<file path="src/rtl/brk_pkg.sv">
package brk_pkg;
  typedef enum logic [1:0] {
    ST_IDLE = 2'd0,
    ST_INJ  = 2'd1,
    ST_VHI  = 2'd2,
    ST_VLO  = 2'd3
  } brk_state_e;
endpackage

</file>
<file path="src/rtl/brk_track.sv">
module brk_track (
  input  logic clk,
  input  logic rst_n,
  input  logic brk_req,
  input  logic instr_last,
  input  logic rti_done,
  output logic take,
  output logic pending,
  output logic active
);
  logic req_ok;
  logic rti_exit;

  assign req_ok   = pending | brk_req;
  assign take     = instr_last & ~active & req_ok;
  assign rti_exit = active & rti_done & ~brk_req;

  always_ff @(posedge clk or negedge rst_n) begin
    if (!rst_n) begin
      pending <= 1'b0;
      active  <= 1'b0;
    end else if (take) begin
      pending <= 1'b0;
      active  <= 1'b1;
    end else begin
      if (!active && brk_req) pending <= 1'b1;
      if (rti_exit)           active  <= 1'b0;
    end
  end


  active_blocks_pending_chk: assert property (@(posedge clk) disable iff (!rst_n)
    active |=> !pending);
endmodule

</file>
<file path="src/rtl/brk_seq.sv">
module brk_seq
  import brk_pkg::*;
(
  input  logic clk,
  input  logic rst_n,
  input  logic take,
  output logic ir_force,
  output logic vec_valid,
  output logic vec_hi
);
  brk_state_e state_q, state_d;

  always_comb begin
    state_d = state_q;
    unique case (state_q)
      ST_IDLE: if (take) state_d = ST_INJ;
      ST_INJ:  state_d = ST_VHI;
      ST_VHI:  state_d = ST_VLO;
      ST_VLO:  state_d = ST_IDLE;
      default: state_d = ST_IDLE;
    endcase
  end

  always_ff @(posedge clk or negedge rst_n) begin
    if (!rst_n) state_q <= ST_IDLE;
    else        state_q <= state_d;
  end

  assign ir_force  = (state_q == ST_INJ);
  assign vec_valid = (state_q == ST_VHI) || (state_q == ST_VLO);
  assign vec_hi    = (state_q == ST_VHI);


  seq_onehot_chk: assert property (@(posedge clk) disable iff (!rst_n)
    $onehot0({ir_force, vec_valid}));
endmodule

</file>
<file path="src/rtl/brk_vec_sel.sv">
module brk_vec_sel #(
  parameter int              ADDR_W    = 16,
  parameter logic [ADDR_W-1:0] VEC_NORM = 16'hFFFC,
  parameter logic [ADDR_W-1:0] VEC_MON  = 16'hFEFC,
  parameter bit              LATCH_MON = 1'b1
) (
  input  logic              clk,
  input  logic              rst_n,
  input  logic              take,
  input  logic              monitor_mode,
  input  logic              vec_hi,
  output logic [ADDR_W-1:0] vec_addr
);
  localparam logic [ADDR_W-1:0] LO_OFS = ADDR_W'(1);

  function automatic logic [ADDR_W-1:0] pair_base(input logic mon);
    return mon ? VEC_MON : VEC_NORM;
  endfunction

  function automatic logic [ADDR_W-1:0] byte_addr(input logic [ADDR_W-1:0] base,
                                                  input logic hi);
    return hi ? base : base + LO_OFS;
  endfunction

  logic mon_sel;

  generate
    if (LATCH_MON) begin : g_latched
      logic mon_q;
      always_ff @(posedge clk or negedge rst_n) begin
        if (!rst_n)    mon_q <= 1'b0;
        else if (take) mon_q <= monitor_mode;
      end
      assign mon_sel = mon_q;
    end else begin : g_live
      assign mon_sel = monitor_mode;
    end
  endgenerate

  assign vec_addr = byte_addr(pair_base(mon_sel), vec_hi);
endmodule

</file>
<file path="src/rtl/brk_inject.sv">
module brk_inject #(
  parameter int                ADDR_W    = 16,
  parameter int                OPC_W     = 8,
  parameter logic [OPC_W-1:0]  SWI_OPC   = 8'h83,
  parameter logic [ADDR_W-1:0] VEC_NORM  = 16'hFFFC,
  parameter logic [ADDR_W-1:0] VEC_MON   = 16'hFEFC,
  parameter bit                LATCH_MON = 1'b1
) (
  input  logic              clk,
  input  logic              rst_n,
  input  logic              brk_req,
  input  logic              instr_last,
  input  logic              monitor_mode,
  input  logic              rti_done,
  output logic              ir_force,
  output logic [OPC_W-1:0]  ir_opcode,
  output logic              vec_valid,
  output logic              vec_is_high,
  output logic [ADDR_W-1:0] vec_addr,
  output logic              brk_pending,
  output logic              brk_active
);
  logic              take;
  logic              vec_hi;
  logic [ADDR_W-1:0] addr_raw;

  brk_track u_track (
    .clk        (clk),
    .rst_n      (rst_n),
    .brk_req    (brk_req),
    .instr_last (instr_last),
    .rti_done   (rti_done),
    .take       (take),
    .pending    (brk_pending),
    .active     (brk_active)
  );

  brk_seq u_seq (
    .clk       (clk),
    .rst_n     (rst_n),
    .take      (take),
    .ir_force  (ir_force),
    .vec_valid (vec_valid),
    .vec_hi    (vec_hi)
  );

  brk_vec_sel #(
    .ADDR_W    (ADDR_W),
    .VEC_NORM  (VEC_NORM),
    .VEC_MON   (VEC_MON),
    .LATCH_MON (LATCH_MON)
  ) u_vec (
    .clk          (clk),
    .rst_n        (rst_n),
    .take         (take),
    .monitor_mode (monitor_mode),
    .vec_hi       (vec_hi),
    .vec_addr     (addr_raw)
  );

  assign ir_opcode   = ir_force ? SWI_OPC : '0;
  assign vec_is_high = vec_valid & vec_hi;
  assign vec_addr    = vec_valid ? addr_raw : '0;


  inject_after_boundary_chk: assert property (@(posedge clk) disable iff (!rst_n)
    ir_force |-> $past(instr_last));


  inject_clears_pending_chk: assert property (@(posedge clk) disable iff (!rst_n)
    ir_force |-> (!brk_pending && brk_active));


  hi_follows_inject_chk: assert property (@(posedge clk) disable iff (!rst_n)
    ir_force |=> (vec_valid && vec_is_high));


  lo_follows_hi_chk: assert property (@(posedge clk) disable iff (!rst_n)
    (vec_valid && vec_is_high) |=>
      (vec_valid && !vec_is_high && vec_addr == $past(vec_addr) + ADDR_W'(1)));


  vec_pair_chk: assert property (@(posedge clk) disable iff (!rst_n)
    (vec_valid && vec_is_high) |-> (vec_addr == VEC_NORM || vec_addr == VEC_MON));


  active_exit_chk: assert property (@(posedge clk) disable iff (!rst_n)
    $fell(brk_active) |-> ($past(rti_done) && !$past(brk_req)));
endmodule

</file>
<file path="config.mk">
export PLATFORM = sky130hd
export DESIGN_NAME = brk_inject
export DESIGN_NICKNAME = d
export VERILOG_FILES = /design/src/rtl/brk_pkg.sv /design/src/rtl/brk_track.sv /design/src/rtl/brk_seq.sv /design/src/rtl/brk_vec_sel.sv /design/src/rtl/brk_inject.sv
export SDC_FILE = /design/constraint.sdc
export NUM_CORES = 1
export LEC_CHECK = 0
export BUFFER_PORTS_ARGS = -buffer_cell sky130_fd_sc_hd__buf_2
export CAP_MARGIN = 20
export CORE_MARGIN = 8
export CORE_UTILIZATION = 43
export CTS_CLUSTER_SIZE = 10
export DETAILED_ROUTE_END_ITERATION = 8
export GPL_TIMING_DRIVEN = 0
export HOLD_SLACK_MARGIN = 0.15
export PLACE_DENSITY_LB_ADDON = 0.12
export SLEW_MARGIN = 30
export SYNTH_ARGS = -nofsm -noshare
export SYNTH_HDL_FRONTEND = slang
export SYNTH_HIERARCHICAL = 1
export SYNTH_SLANG_ARGS = --single-unit
export TNS_END_PERCENT = 10
</file>
<file path="constraint.sdc">
create_clock -name clk -period 2.15 [get_ports clk]
set_input_delay 0.5375 -clock clk [delete_from_list [all_inputs] [get_ports clk]]
set_output_delay 0.5375 -clock clk [all_outputs]
set_load 0.01 [all_outputs]
</file>
=== Yosys cells after proc, flatten, opt, wreduce, memory -nomap -nowiden ===
Index checks and enable logic that the tools add are counted.

* Register bits after elaboration: 5
* Latch bits: 0
* RAM bits: 0
* Memory bits (read-only): 0
* Input bits: 6
* Output and inout port bits: 29
* Logic and storage cells: 33
* Memories kept: 0

* Add/sub/neg operators: 1
* Multipliers: 0
* Div/mod/pow operators: 0
* Order comparisons: 0
* Eq/ne operators: 4
* Shifts and indexed selects: 0
* Multiplexer cells: 10
* Bitwise operators: 8
* Reductions and logical operators: 6

{| class="wikitable"
|+ Operators by type and width
! cell !! count
|-
| 16-bit 2-to-1 mux || 2
|-
| 16-bit by 1-bit adder with 16-bit output, second input constant || 1
|-
| 9-bit 2-to-1 mux || 1
|-
| 8-bit 2-to-1 mux || 1
|-
| 2-bit one-hot mux with 4 select lines || 1
|-
| 1-bit bitwise AND || 5
|-
| 2-bit equality test, second input constant || 2
|-
| 1-bit 2-to-1 mux || 4
|-
| 2-bit nonzero test || 2
|-
| 2-bit by 1-bit equality test with 1-bit output, second input constant || 1
|-
| 2-bit logical NOT || 1
|-
| 2-bit 2-to-1 mux || 1
|-
| 2-bit != test, second input constant || 1
|-
| 1-bit NOT || 2
|-
| 1-bit logical AND || 1
|-
| 1-bit logical NOT || 1
|-
| 1-bit logical OR || 1
|-
| 1-bit bitwise OR || 1
|}

=== Longest topological paths before layout ===
Gate-level depths: netlist of run 1.

* Word-level depth: 5
* Depth in mapped cells: 5
* Depth with buffers taken out: 4

=== Modules after synthesis ===
Netlist of run 1, hierarchy kept.

{| class="wikitable"
|+ By module, submodules not included
! module !! instances !! cells each !! area each (um^2) !! sequential area each (um^2)
|-
| brk_inject || 1 || 27 || 197.7 || 0.0
|-
| brk_seq || 1 || 14 || 168.9 || 50.0
|-
| brk_vec_sel || 1 || 20 || 160.2 || 25.0
|-
| brk_track || 1 || 9 || 103.8 || 50.0
|}

=== Least setup slack after synthesis of run 1 ===
No wires, ideal clock.

* Kind: register -> output
* From: register u_seq.state_q[0]
* To: output vec_addr[4]
* Arrival time: 1341 ps
* Required time: 1612 ps
* Path slack: 272 ps
* Stages on the path, launching flop included: 6
* Buffers on the path: 1
* Path through: dfrtp_1 > inv_1 > ha_1 > or2_2 > buf_6 > and2_2

* Cells in the longest elaborated chain, start to end: 3
* Elaborated cells between the ends (all ways): 5
* Classes of those cells: eq/ne: 2; mux: 2; reduce/logical: 1

{| class="wikitable"
|+ Ends and longest elaborated chain
! what !! RTL line !! source
|-
| start, declared || brk_seq.sv:11 || <nowiki>brk_state_e state_q, state_d;</nowiki>
|-
| start signal, assigned || brk_seq.sv:26 || <nowiki>else state_q <= state_d;</nowiki>
|-
| 2-bit equality test || brk_seq.sv:31 || <nowiki>assign vec_hi = (state_q == ST_VHI);</nowiki>
|-
| named net vec_hi || brk_inject.sv:24 || <nowiki>logic vec_hi;</nowiki>
|-
| 1-bit logical OR || brk_seq.sv:30 || <nowiki>assign vec_valid = (state_q == ST_VHI) || (state_q == ST_VLO);</nowiki>
|-
| named net vec_valid || brk_inject.sv:17 || <nowiki>output logic vec_valid,</nowiki>
|-
| 16-bit 2-to-1 mux || brk_inject.sv:63 || <nowiki>assign vec_addr = vec_valid ? addr_raw : '0;</nowiki>
|-
| end, declared || brk_inject.sv:19 || <nowiki>output logic [ADDR_W-1:0] vec_addr,</nowiki>
|}

The timed path passes the listed nets, and every way through them passes these cells.

=== Final worst setup path of run 1 ===
* From: register u_seq.state_q[0]
* To: output vec_is_high

* Cells in the longest elaborated chain, start to end: 3
* Elaborated cells between the ends (all ways): 4
* Classes of those cells: eq/ne: 2; bitwise: 1; reduce/logical: 1

{| class="wikitable"
|+ Ends and longest elaborated chain
! what !! RTL line !! source
|-
| 2-bit equality test (*) || brk_seq.sv:31 ||
|-
| named net vec_hi || brk_inject.sv:24 ||
|-
| 1-bit logical OR || brk_seq.sv:30 ||
|-
| 1-bit bitwise AND (*) || brk_inject.sv:62 || <nowiki>assign vec_is_high = vec_valid & vec_hi;</nowiki>
|-
| end, declared || brk_inject.sv:18 || <nowiki>output logic vec_is_high,</nowiki>
|}

Mark *: on every way through the listed nets, which the timed path passes. The rest lies on a longest branch.

==> results of run 1 <==
==> registers in the layout, indices dropped and copies added (netlist names) <==
signal	cells
u_seq/state_q	2
u_track/active	1
u_track/pending	1
u_vec/g_latched.mon_q	1
==> power breakdown <==
| group | internal (mW) | switching (mW) | leakage (nW) | total (mW) |
|---|---|---|---|---|
| sequential | 0.139 | 0.0441 | 0.0581 | 0.183 |
| combinational | 0.473 | 0.387 | 0.493 | 0.860 |
| clock | 0.0705 | 0.0432 | 0.0150 | 0.114 |
| total | 0.682 | 0.475 | 0.566 | 1.16 |
==> worst min-delay path by stage <==
| stage | startpoint | end | slack (ns) |
|---|---|---|---|
| floorplan | rst_n | u_seq/state_q[0]$_DFFE_PN0P_ | 0.24 |
| global placement | rst_n | u_seq/state_q[1]$_DFFE_PN0P_ | 0.36 |
| detailed placement | rst_n | u_track/active$_DFFE_PN0P_ | 0.35 |
| CTS | instr_last | u_track/pending$_DFFE_PN0P_ | 0.49 |
| global route | instr_last | u_track/pending$_DFFE_PN0P_ | 0.49 |
| finish | instr_last | u_track/pending$_DFFE_PN0P_ | 0.49 |
==> cell usage in the layout (no fill, tap or decap), drive strengths merged <==
master,instances
dlygate4sd3,1
nor2,1
o21ai,1
and3b,1
mux2,2
clkbuf,4
a21oi,1
or2,2
buf,53
ha,5
inv,5
nand2b,1
a2bb2oi,1
o211a,1
dfrtp,5
mux2i,1
conb,19
nor2b,1
and2,17
==> cell families after synthesis <==
| logic type | synth area share, % |
|---|---|
| adders and majority gates | 9.92 |
| DFF | 19.8 |
| and+or+nand+nor | 25.6 |
| other | 1.79 |
| muxes | 6.35 |
| AOI/OAI and AO/OA | 5.55 |
| buffers and inverters | 31.0 |
==> critical path: stages, from the launching register on <==
cell and delay, ns:
dfrtp_1 0.38, inv_2 0.08, ha_4 0.18, or2_2 0.32
and2_2 0.17, buf_2 0.13
==> stage by stage <==
| stage | setup WS [ns] | instance area [sq um] | total power, mW |
|---|---|---|---|
| 6_report | 0.111 | 922 | 1.16 |
| 5_1_grt | 0.0483 | 922 | 1.27 |
| 4_1_cts | 0.00598 | 900 | 1.15 |
| 3_5_place_dp | 0.0969 | 851 | 0.997 |
| 3_3_place_gp | 0.105 | 851 | 0.988 |
| 2_1_floorplan | 0.272 | 691 | 0.740 |
==> repair_timing <==
item,CTS,global route
setup buffers,1,2
endpoints found under the setup margin,16,10
hold endpoints to repair,5,0
hold buffers,1,0
resized for setup,3,2
pin swaps,1,1
gates cloned,0,1
==> layout make-up <==
class,instances,area share (%)
plain buffers,22,17.9
clock buffers,4,2.85
inverters,5,2.04
multi-input cells,54,42.7
flip-flops and latches,5,13.6
well taps,16,2.17
repair buffers,32,18.7
==> routing by layer <==
layer / track usage [%] / share of wire [%]
met4: 6.15 / 2.3
met5: 0 / 0
met1: 7.38 / 35
met2: 15.1 / 51
met3: 2.45 / 12
==> results.tsv, run 1 <==
metric	value	unit
status	completed	
antenna_found_initial	0	
dp_cells	130	
n_antenna_cell	0	
fin_crit_sh	94.8	%
overflow	0	
synthToLayoutAreaGrowth	46.2	%
path_max_fanout	5	
worstRegToRegCells	5	
finalMaxSlewViolations	0	
synthTopCellsByCount	22 x buf_4, 13 x and2_2, 5 x dfrtp_1, 5 x ha_1, 5 x inv_1	
setup-violations-final	0	
synth_edf_count	0	
vias	520	
hold_slack	0.492	ns
viasPerCell	3.77	
post_route_cells_drive_above_1_share	63.9	%
synth_area	631	sq um
fp.dieH	54.3	um
drtIter0Drc	1	
hold_path_depth	2	
io_pins	35	
power_density	1250	nW/um^2
rsz0062_at_grt	false	
timing.rr.end	u_seq/state_q[1]$_DFFE_PN0P_	
yosys_register_bits	5	
hold_viol	0	
die_area	2950	sq um
grt_usage	8.21	%
fin_tns_setup	0	ns
htreeDepth	1	
r2r_start	u_seq/state_q[0]$_DFFE_PN0P_	
first_pass_iters	2	
drv_cap	0	
n_fill_cell	132	
endpoint_kind	output pin	
synthArstFlopShare	100	%
antenna_left	0	
drc_errors	0	
nets	134	
clk_path_buf_depth	2	
fp.dieW	54.3	um
grt_max_degree	11	
initial_core_util	43.9	%
cts_tree	yes	
p_leak	0.567	nW
row_count	14	
critPathLaunch	u_seq/state_q[0]$_DFFE_PN0P_	
layout.cells.non_filler	138	
synth_area_leaders	buf_4 26%, dfrtp_1 20%, and2_2 15%	
grt_pass1_vias	465	
grt_pass1_wl	1.80	mm
gp_congestion	0.597	
cts_root_buf	clkbuf_4	
cts_buffers	3	
yosys.cell_count.top_type	buf_4	
io_buffers	28	
clk_latency	0.25	ns
yosys_warnings	6	
skew	0.000130	ns
syn_avg_cell_area	9.01	sq um
ir_worst_vdd	771	uV
hp-class	input port to flop	
seq_area	125	sq um
fmax	490	MHz
synthFlopType	dfrtp_1	
layout_min_cycle_time	2.04	ns
core_area	1440	sq um
crit_arrival	1.50	ns
worstSetupPathType	flop to output pin	
postSynthCellCount	70	
wl_per_cell	8.75	um
cts_num_sinks	5	
synth-seq-area-share	19.8	%
synth_cell_types	19	
fin_util	64.2	%
synth_top_cell_area_share	26.2	%
cp-start-kind	flop	
multi_input_area	394	sq um
cts.clk_slew.worst_paths	0.04	ns
cp.required	1.61	ns
dp_hpwl	997	um
yosysTopAreaCell	buf_4	
cp-endpoint	vec_is_high	
routed_wl	1.21	mm
reg2reg_slack	0.85	ns
(Power assumes the default switching activity.)
==> run 2, diff against run 1 <==
--- a/config.mk
+++ b/config.mk
@@ -7,7 +7,6 @@
 export LEC_CHECK = 0
 export BUFFER_PORTS_ARGS = -buffer_cell sky130_fd_sc_hd__buf_2
 export CAP_MARGIN = 20
-export CORE_MARGIN = 8
 export CORE_UTILIZATION = 43
 export CTS_CLUSTER_SIZE = 10
 export DETAILED_ROUTE_END_ITERATION = 8
==> results.tsv, run 2 (synthesis results as in run 1) <==
metric	value	unit	change
status	completed		unchanged
worstRegToRegCells	4		was 5
seq_area	125	sq um	unchanged
cts_num_sinks	5		unchanged
antenna_found_initial	0		unchanged
cts_root_buf	clkbuf_4		unchanged
dp_hpwl	736	um	was 997 um
row_count	13		was 14
fp.dieW	40.3	um	was 54.3 um
antenna_left	0		unchanged
die_area	1620	sq um	was 2950 sq um
core_area	1330	sq um	was 1440 sq um
largest_register_ff_count	2		unchanged
setup-violations-final	0		unchanged
rsz0062_at_grt	false		unchanged
finalMaxSlewViolations	0		unchanged
synthToLayoutAreaGrowth	42.5	%	was 46.2%
skew	0.000689	ns	was 0.000130 ns
reg2reg_slack	0.90	ns	was 0.85 ns
clk_path_buf_depth	2		unchanged
cp.required	1.61	ns	about the same
crit_arrival	1.53	ns	was 1.50 ns
cts_tree	yes		unchanged
drv_cap	0		unchanged
cts.clk_slew.worst_paths	0.04	ns	about the same
clk_latency	0.24	ns	was 0.25 ns
fin_crit_sh	96.1	%	was 94.8%
n_fill_cell	119		was 132
io_pins	35		unchanged
layout_min_cycle_time	2.07	ns	was 2.04 ns
timing.rr.end	u_seq/state_q[1]$_DFFE_PN0P_		unchanged
hp-class	input port to flop		unchanged
n_antenna_cell	0		unchanged
routed_wl	865	um	was 1.21 mm
initial_core_util	47.3	%	was 43.9%
multi_input_area	387	sq um	was 394 sq um
p_leak	0.556	nW	was 0.567 nW
mostFrequentLayoutCell	buf_2		unchanged
post_route_cells_drive_above_1_share	62.5	%	was 63.9%
viasPerCell	3.68		was 3.77
worstSetupPathType	flop to output pin		unchanged
critPathLaunch	u_seq/state_q[0]$_DFFE_PN0P_		unchanged
first_pass_iters	1		was 2
fmax	484	MHz	was 490 MHz
fp.dieH	40.3	um	was 54.3 um
drtIter0Drc	0		was 1
cp-endpoint	vec_addr[8]		was vec_is_high
ir_worst_vdd	808	uV	was 771 uV
final_cell_mix	28 x buf_2, 23 x buf_4, 19 x conb_1		was 28 x buf_2, 25 x buf_4, 19 x conb_1
overflow	0		unchanged
largest_register	u_seq/state_q		unchanged
gp_congestion	0.667		was 0.597
nets	132		was 134
cts_buffers	3		unchanged
grt_max_degree	15		was 11
fin_tns_setup	0	ns	unchanged
grt_usage	12.0	%	was 8.21%
vias	497		was 520
wl_per_cell	6.41	um	was 8.75 um
drc_errors	0		unchanged
grt_pass1_wl	1.26	mm	was 1.80 mm
grt_pass1_vias	318		was 465
power_density	1210	nW/um^2	was 1250 nW/um^2
endpoint_kind	output pin		unchanged
cp-start-kind	flop		unchanged
io_buffers	28		unchanged
path_max_fanout	14		was 5
htreeDepth	1		unchanged
r2r_start	u_track/active$_DFFE_PN0P_		was u_seq/state_q[0]$_DFFE_PN0P_
hold_viol	0		unchanged
hold_slack	0.505	ns	was 0.492 ns
[run 2: cell count changes in the layout (fill, tap and decap cells not counted), sizes merged]
cell and change:
buf -2
[run 2: worst min path at each step]
| stage | slack [ns] | cells past startpoint | to | from |
|---|---|---|---|---|
| floorplan | 0.24 | 0 | u_seq/state_q[0]$_DFFE_PN0P_ | rst_n |
| global placement | 0.36 | 1 | u_seq/state_q[1]$_DFFE_PN0P_ | rst_n |
| detailed placement | 0.36 | 1 | u_seq/state_q[1]$_DFFE_PN0P_ | rst_n |
| CTS | 0.50 | 2 | u_track/pending$_DFFE_PN0P_ | instr_last |
| global route | 0.50 | 2 | u_track/pending$_DFFE_PN0P_ | instr_last |
| finish | 0.50 | 2 | u_track/pending$_DFFE_PN0P_ | instr_last |
[run 2: report_power, final]
| part | total (mW) | leakage (nW) | switching, mW | internal, mW |
|---|---|---|---|---|
| registers | 0.175 | 0.0581 | 0.0362 | 0.139 |
| logic | 0.810 | 0.483 | 0.361 | 0.449 |
| clock network | 0.107 | 0.0150 | 0.0365 | 0.0700 |
[run 2: cell type report]
type	instances	share of cell area (%)
inverters	5	2.09
clock buffers	4	2.92
well taps	15	2.09
multi-input cells	54	43.0
repair buffers	30	17.5
flip-flops and latches	5	13.9
plain buffers	22	18.4
[run 2: critical path, cell delays in order (launching register included)]
cell,delay [ns]
dfrtp_1,0.37
buf_4,0.14
ha_2,0.18
or2_4,0.29
and2_2,0.18
buf_2,0.13
[run 2: what timing repair did]
item | CTS | global route
cloned | 1 | 0
endpoints found under the setup margin | 16 | 2
resized for setup | 3 | 1
setup buffers | 1 | 0
pin swaps | 1 | 0
endpoints found under the hold margin | 5 | 0
hold buffers | 1 | 0
[run 2: per-layer routing]
metal / up-vias / global-route usage (%) / routed length (um)
li1: 278 / - / -
met1: 197 / 14.2 / 389
met2: 22 / 18.5 / 397
met3: 0 / 3.89 / 78
met4: 0 / 7.50 / 0
met5: - / 0 / 0
[run 2: through the flow]
stage	cell area, sq um	setup slack (ns)	utilization [%]	power [mW]	std cells
3_5_place_dp	850	0.0873	63.7	0.975	129
4_1_cts	896	0.0607	67.2	1.10	135
6_report	898	0.0845	67.4	1.09	135
3_3_place_gp	850	0.115	63.7	0.965	129
2_1_floorplan	691	0.272	-	0.740	86
5_1_grt	898	0.00366	67.4	1.22	135
